==> src/rtl/dbg_scan_pkg.sv <==
package dbg_scan_pkg;
  localparam int CTRL_TAKEOVER_BIT = 1;
  localparam int CTRL_IRWR_BIT     = 2;

  typedef struct packed {
    logic ir_write;
    logic takeover;
  } ovr_t;
endpackage

==> src/rtl/dbg_sync_edge.sv <==
module dbg_sync_edge #(
  parameter int CW     = 2,
  parameter int DW     = 1,
  parameter int STAGES = 2
) (
  input  logic          clk_i,
  input  logic          rst_ni,
  input  logic [CW-1:0] clk_async_i,
  input  logic [DW-1:0] data_async_i,
  output logic [CW-1:0] rise_o,
  output logic [CW-1:0] fall_o,
  output logic [DW-1:0] data_o
);
  for (genvar g = 0; g < CW; g++) begin : g_clk
    logic [STAGES:0] pipe_q;
    always_ff @(posedge clk_i or negedge rst_ni) begin
      if (!rst_ni) pipe_q <= '0;
      else         pipe_q <= {pipe_q[STAGES-1:0], clk_async_i[g]};
    end
    assign rise_o[g] =  pipe_q[STAGES-1] & ~pipe_q[STAGES];
    assign fall_o[g] = ~pipe_q[STAGES-1] &  pipe_q[STAGES];
  end

  // data delayed to line up with the detected edges
  for (genvar g = 0; g < DW; g++) begin : g_dat
    logic [STAGES-1:0] pipe_q;
    always_ff @(posedge clk_i or negedge rst_ni) begin
      if (!rst_ni) pipe_q <= '0;
      else         pipe_q <= {pipe_q[STAGES-2:0], data_async_i[g]};
    end
    assign data_o[g] = pipe_q[STAGES-1];
  end
endmodule

==> src/rtl/dbg_scan_chain.sv <==
module dbg_scan_chain #(
  parameter int CTRL_W = 8,
  parameter int CAP_W  = 56,
  localparam int CHW   = CTRL_W + CAP_W
) (
  input  logic             clk_i,
  input  logic             rst_ni,
  input  logic             shift_i,
  input  logic             sclk_fall_i,
  input  logic             arm_i,
  input  logic             ser_i,
  input  logic [CAP_W-1:0] cap_i,
  output logic [CHW-1:0]   chain_o
);
  logic [CHW-1:0] chain_q;
  logic           arm_q, done_q;

  always_ff @(posedge clk_i or negedge rst_ni) begin
    if (!rst_ni) begin
      chain_q <= '0;
    end else if (shift_i) begin
      if (arm_q) chain_q <= {chain_q[CHW-1 -: CTRL_W], cap_i};
      else       chain_q <= {chain_q[CHW-2:0], ser_i};
    end
  end

  // a fresh CPU edge beats the withdrawal in the same cycle
  always_ff @(posedge clk_i or negedge rst_ni) begin
    if (!rst_ni) begin
      arm_q  <= 1'b0;
      done_q <= 1'b0;
    end else if (arm_i) begin
      arm_q  <= 1'b1;
      done_q <= 1'b0;
    end else if (shift_i && arm_q) begin
      done_q <= 1'b1;
    end else if (sclk_fall_i && done_q) begin
      arm_q  <= 1'b0;
      done_q <= 1'b0;
    end
  end

  assign chain_o = chain_q;

  p_shift_r2: assert property (@(posedge clk_i) disable iff (!rst_ni)
    (shift_i && !arm_q) |=> chain_q[CHW-1:1] == $past(chain_q[CHW-2:0]));
  p_arm_r4: assert property (@(posedge clk_i) disable iff (!rst_ni)
    arm_i |=> arm_q);
  p_ctrl_keep_r4: assert property (@(posedge clk_i) disable iff (!rst_ni)
    (shift_i && arm_q) |=> $stable(chain_q[CHW-1 -: CTRL_W]));
  p_clear_r5: assert property (@(posedge clk_i) disable iff (!rst_ni)
    (sclk_fall_i && done_q && !arm_i) |=> !arm_q);
  p_early_fall_r6: assert property (@(posedge clk_i) disable iff (!rst_ni)
    (arm_q && !done_q && sclk_fall_i) |=> arm_q);
  p_hold_r10: assert property (@(posedge clk_i) disable iff (!rst_ni)
    !shift_i |=> $stable(chain_q));
endmodule

==> src/rtl/dbg_decode_ovr.sv <==
module dbg_decode_ovr
  import dbg_scan_pkg::*;
#(
  parameter int IR_W = 16,
  parameter int LE_W = 4
) (
  input  ovr_t            ovr_i,
  input  logic [IR_W-1:0] shadow_ir_i,
  input  logic [IR_W-1:0] cpu_ir_i,
  input  logic [LE_W-1:0] dec_le_i,
  output logic [IR_W-1:0] dec_ir_o,
  output logic [LE_W-1:0] dec_le_o,
  output logic            ir_load_o,
  output logic [IR_W-1:0] ir_data_o
);
  assign dec_ir_o  = ovr_i.takeover ? shadow_ir_i : cpu_ir_i;
  assign dec_le_o  = ovr_i.ir_write ? '0 : dec_le_i;
  assign ir_load_o = ovr_i.ir_write;
  assign ir_data_o = shadow_ir_i;

  always_comb begin
    p_gate_r8: assert (!(ir_load_o && (dec_le_o != '0)));
  end
endmodule

==> src/rtl/dbg_shadow_scan.sv <==
module dbg_shadow_scan
  import dbg_scan_pkg::*;
#(
  parameter int REG_W       = 8,
  parameter int IR_W        = 16,
  parameter int LE_W        = 4,
  parameter int SYNC_STAGES = 2
) (
  input  logic            clk_i,
  input  logic            rst_ni,
  input  logic            sclk_i,
  input  logic            mosi_i,
  output logic            miso_o,
  input  logic            cpu_clk_i,
  input  logic [REG_W-1:0] r0_i,
  input  logic [REG_W-1:0] r1_i,
  input  logic [REG_W-1:0] r2_i,
  input  logic [REG_W-1:0] r3_i,
  input  logic [REG_W-1:0] pc_i,
  input  logic [IR_W-1:0] ir_i,
  input  logic [LE_W-1:0] dec_le_i,
  output logic [IR_W-1:0] dec_ir_o,
  output logic [LE_W-1:0] dec_le_o,
  output logic            ir_load_o,
  output logic [IR_W-1:0] ir_data_o
);
  localparam int CAP_W = 5 * REG_W + IR_W;
  localparam int CHW   = REG_W + CAP_W;
  localparam int I_SCLK = 0;
  localparam int I_CPU  = 1;

  logic [1:0]       rise, fall;
  logic             mosi_s;
  logic [CHW-1:0]   chain;
  logic [REG_W-1:0] ctrl;
  ovr_t             ovr;

  dbg_sync_edge #(.CW(2), .DW(1), .STAGES(SYNC_STAGES)) u_sync (
    .clk_i        (clk_i),
    .rst_ni       (rst_ni),
    .clk_async_i  ({cpu_clk_i, sclk_i}),
    .data_async_i (mosi_i),
    .rise_o       (rise),
    .fall_o       (fall),
    .data_o       (mosi_s)
  );

  dbg_scan_chain #(.CTRL_W(REG_W), .CAP_W(CAP_W)) u_chain (
    .clk_i       (clk_i),
    .rst_ni      (rst_ni),
    .shift_i     (rise[I_SCLK]),
    .sclk_fall_i (fall[I_SCLK]),
    .arm_i       (fall[I_CPU]),
    .ser_i       (mosi_s),
    .cap_i       ({r0_i, r1_i, r2_i, r3_i, pc_i, ir_i}),
    .chain_o     (chain)
  );

  assign ctrl         = chain[CHW-1 -: REG_W];
  assign ovr.takeover = ctrl[CTRL_TAKEOVER_BIT];
  assign ovr.ir_write = ctrl[CTRL_IRWR_BIT];
  assign miso_o       = chain[CHW-1];

  dbg_decode_ovr #(.IR_W(IR_W), .LE_W(LE_W)) u_ovr (
    .ovr_i       (ovr),
    .shadow_ir_i (chain[IR_W-1:0]),
    .cpu_ir_i    (ir_i),
    .dec_le_i    (dec_le_i),
    .dec_ir_o    (dec_ir_o),
    .dec_le_o    (dec_le_o),
    .ir_load_o   (ir_load_o),
    .ir_data_o   (ir_data_o)
  );

  p_rise_fall_excl_r2: assert property (@(posedge clk_i) disable iff (!rst_ni)
    !(rise[I_SCLK] && fall[I_SCLK]));
  p_miso_ctrl_r3: assert property (@(posedge clk_i) disable iff (!rst_ni)
    rise[I_CPU] |=> $stable(miso_o));
endmodule

==> config.mk <==
export PLATFORM = sky130hd
export DESIGN_NAME = dbg_shadow_scan
export DESIGN_NICKNAME = d
export VERILOG_FILES = /design/src/rtl/dbg_scan_pkg.sv /design/src/rtl/dbg_sync_edge.sv /design/src/rtl/dbg_scan_chain.sv /design/src/rtl/dbg_decode_ovr.sv /design/src/rtl/dbg_shadow_scan.sv
export SDC_FILE = /design/constraint.sdc
export NUM_CORES = 1
export LEC_CHECK = 0
export ABC_AREA = 1
export BUFFER_PORTS_ARGS = -buffer_cell sky130_fd_sc_hd__buf_2
export CAP_MARGIN = 10
export CORE_MARGIN = 3
export CORE_UTILIZATION = 50
export CTS_BUF_LIST = sky130_fd_sc_hd__clkbuf_8
export CTS_CLUSTER_SIZE = 24
export DETAILED_ROUTE_END_ITERATION = 10
export PLACE_DENSITY = 0.74
export SLEW_MARGIN = 10
export SYNTH_ARGS = -nofsm -noshare
export SYNTH_HDL_FRONTEND = slang
export SYNTH_HIERARCHICAL = 1
export SYNTH_SLANG_ARGS = --single-unit
==> constraint.sdc <==
create_clock -name clk_i -period 2.75 [get_ports clk_i]
set_input_delay 0.55 -clock clk_i [delete_from_list [all_inputs] [get_ports clk_i]]
set_output_delay 0.55 -clock clk_i [all_outputs]
set_load 0.05 [all_outputs]
# Word-level counts from Yosys, hierarchy flattened
# Index checks and enable logic that the tools add are counted.
# W data, S select, Z words.
[classes]
n_mux = 8
reduce_logical = 6
eq_ne = 1
bitwise_logic = 7
[op_table]
columns = ["operator", "count"]
rows = [
  ["$mux W56", 1],
  ["$mux W16", 1],
  ["$mux W1", 5],
  ["$mux W4", 1],
  ["$not A1 Y1", 4],
  ["$reduce_and A2 Y1", 2],
  ["$and A1 B1 Y1", 3],
  ["$reduce_bool A3 Y1", 1],
  ["$logic_and A1 B1 Y1", 2],
  ["$ne A2 B1 Y1 const B", 1],
  ["$reduce_bool A2 Y1", 1],
]
[word_totals]
wordCells = 29
output_inout_bits = 38
ff_bits = 74
input_bits = 65

# Logic depth before layout (Yosys ltp)
[logic_depth]
ltp_word = 6
ltp_mapped = 8

# Modules after synthesis
# Netlist, hierarchy kept.
[by_module_without_submodules]
columns = ["module", "cells_each", "seq_area_each_um2", "area_each_um2", "n_inst"]
rows = [
  ["dbg_scan_chain", 357, 1651.6, 3085.5, 1],
  ["dbg_decode_ovr", 77, 0.0, 401.6, 1],
  ["dbg_sync_edge", 16, 200.2, 230.2, 1],
]

# Least setup slack after synthesis
# No wires, ideal clock.
[synth_timing]
path_type = "input-to-output"
start = "input dec_le_i[0]"
end = "output dec_le_o[0]"
required_ns = 2.200
path_buffers = 0
cell_stages = 2
path_slack_ns = 0.984
arrival_ns = 1.216
path_cell_list = "inv_1 nor2_1"
[synth_via]
elab_chain_len = 1
[synth_rtl]
columns = ["item", "line_no", "rtl"]
rows = [
  ["from (decl)", "dbg_shadow_scan.sv:21", "input logic [LE_W-1:0] dec_le_i,"],
  ["$mux W4", "dbg_decode_ovr.sv:17", "assign dec_le_o = ovr_i.ir_write ? '0 : dec_le_i;"],
  ["to (decl)", "dbg_shadow_scan.sv:23", "output logic [LE_W-1:0] dec_le_o,"],
]
# No other way between the ends.

# Worst setup path after layout
[layout_timing]
start = "register u_chain.chain_q[57] (netlist: u_chain/chain_o[57])"
end = "output dec_ir_o[15]"
[layout_via]
elab_chain_len = 1
[layout_rtl]
columns = ["item", "line_no", "rtl"]
rows = [
  ["from (decl)", "dbg_scan_chain.sv:15", "logic [CHW-1:0] chain_q;"],
  ["from (signal assigned)", "dbg_scan_chain.sv:22", "if (arm_q) chain_q <= {chain_q[CHW-1 -: CTRL_W], cap_i};"],
  ["from (signal assigned)", "dbg_scan_chain.sv:23", "else chain_q <= {chain_q[CHW-2:0], ser_i};"],
  ["$mux W16", "dbg_decode_ovr.sv:16", "assign dec_ir_o = ovr_i.takeover ? shadow_ir_i : cpu_ir_i;"],
  ["to (decl)", "dbg_shadow_scan.sv:22", "output logic [IR_W-1:0] dec_ir_o,"],
]
# No other way between the ends.

==> metrics <==
CTS Buf Count 9; Max VDD drop 396.4 µV; CTS root buf clkbuf_8; RSZ-0062 raised after global routing false; syn nets 513; clk_lat worst skew 0.33 ns; post-DR vias/cell 5.260; Post-Place Cells 600; grt ovf 0; number of DRC markers in iteration 0 213; Vias 3235; Std-Cell Rows 30; initial antenna violation count 0; First-pass DRT Iterations 4; clock transition time at the flip-flop clock pins of the worst setup and hold paths 0.08 ns; detailed-route DRC error count 0; n_diodes 0; Final Util 59.52%; number of max-cap violations 0; CTS sink count 74; Min-Delay Path Class primary input to async pin; Tcrit/Tclk final 81.83%; Tmin final 2.250 ns; Power Dens Cells 794.1 nW/µm²; final WL 7956 µm; final setup vio count 0; synthesized area 3710 µm²; largest net degree at the start of global routing 115; final cell count without fillers 615; Clock Skew 0.008132 ns; Worst Setup Slack, final 0.4996 ns; Area growth, synth to finish 12.01%; Post-CTS Setup Inserts 0; CP required 2.20 ns; Slew HR 30.09%; Post-DP Area 3985 µm²; crit path DAT 1.70 ns; Setup crit end kind output port; leakage power 2.197 nW; post-route ant nets 0; Global Route Usage Sum 19.34%; slew of the pin with the lowest slew margin 1.049 ns; status finished clean; number of port buffers 102; routed len/inst 12.94 µm; Worst Setup Start Kind flop; Hold Buf Count CTS 0; Filler cells 647; design area 4155 µm²; H-tree depth 3; worst-case clock buffer depth 2; Setup CP Type flop to output port; Initial Util 53.14%; CTS tree built; first-pass GRT wire length 13520 µm; Max Fclk 444.4 MHz; post-detail-place hpwl 5183 µm; GPL Wtd Cong 0.7575; worst-path fanout max 19; synth warn 6; Nets 580; setup TNS 0 ns; PostCTS Resize Cnt 0; Core ar. 6982 µm²; count of final hold-check violations 0; die area 8489 µm²; io pins 103; die width 92.14 µm; setup slack at placement 0.8315 ns; synthesized instance count 448; Avg Inst Size Synth 8.281 µm²; fin. max-slew vios 0; Die H 92.14 µm; vias in the first global route 2992; layout cells sized above 1 25.82%
metrics by stage:
stage	hold slack, ns	total power [mW]
2_1_floorplan	0.2544	2.436
3_3_place_gp	0.3347	2.575
3_5_place_dp	0.3358	2.602
4_1_cts	0.2661	3.335
5_1_grt	0.2908	3.495
6_report	0.2380	3.300
cell usage in the layout, fill, tap and decap left out:
cell / count
a21oi_1: 1
buf_2: 101
buf_4: 7
clkbuf_8: 11
clkinv_2: 3
dfrtp_1: 73
dfrtp_2: 1
inv_1: 9
inv_2: 2
inv_6: 1
nand2_1: 127
nand2_2: 6
nand3_1: 168
nand3b_1: 1
nor2_1: 6
nor2_2: 1
nor2_4: 1
path summary, 6_finish.rpt:
| kind | startpoint | endpoint | slack (ns) | cells after the start |
|---|---|---|---|---|
| max | u_chain/chain_o[57] | dec_ir_o[15] | 0.50 | 4 |
| min | rst_ni | u_chain/chain_o[6] | 0.24 | 1 |
| max reg2reg | u_sync/g_clk[0].pipe_q[2] | u_chain/chain_o[62] | 0.83 | 5 |
| min reg2reg | u_sync/g_clk[1].pipe_q[0] | u_sync/g_clk[1].pipe_q[1] | 0.35 | 0 |
| max in group asynchronous | rst_ni | u_chain/chain_o[30] | 1.87 | 2 |
| min in group clk_i | mosi_i | u_sync/g_dat[0].pipe_q[0] | 0.33 | 1 |
area by class of cell:
| type | instances | area [µm²] | area share (%) |
|---|---|---|---|
| Sequential cell | 74 | 1853 | 44.60 |
| Inverter | 11 | 46.29 | 1.114 |
| Timing Repair Buffer | 108 | 558.0 | 13.43 |
| Tap cell | 96 | 120.1 | 2.891 |
| Multi-Input combinational cell | 311 | 1408 | 33.88 |
| Clock buffer | 11 | 151.4 | 3.643 |
| Clock inverter | 4 | 18.77 | 0.4517 |
critical path, cell delays in order (launching register included):
cell and delay [ns]:
dfrtp_1 0.81, inv_6 0.17, nand2_1 0.12, nand2_1 0.06, buf_2 0.21
power breakdown:
part	internal [mW]	switching (mW)
combinational	0.288	0.860
sequential	1.26	0.159
clock	0.364	0.365
total	1.92	1.38
sequential cells by signal, summed over array words and instances (netlist names):
register / cells
u_chain/done_q: 1
u_sync/g_clk.pipe_q: 6
u_chain/arm_q: 1
u_chain/chain_o: 64
u_sync/g_dat.pipe_q: 2
metal layers:
layer	routed length, µm	GRT usage [%]
met5	0	0
met4	73	6.931
met3	520	3.938
met2	3767	31.02
met1	3595	26.07
Note: power is estimated with default switching activity, not from simulation.
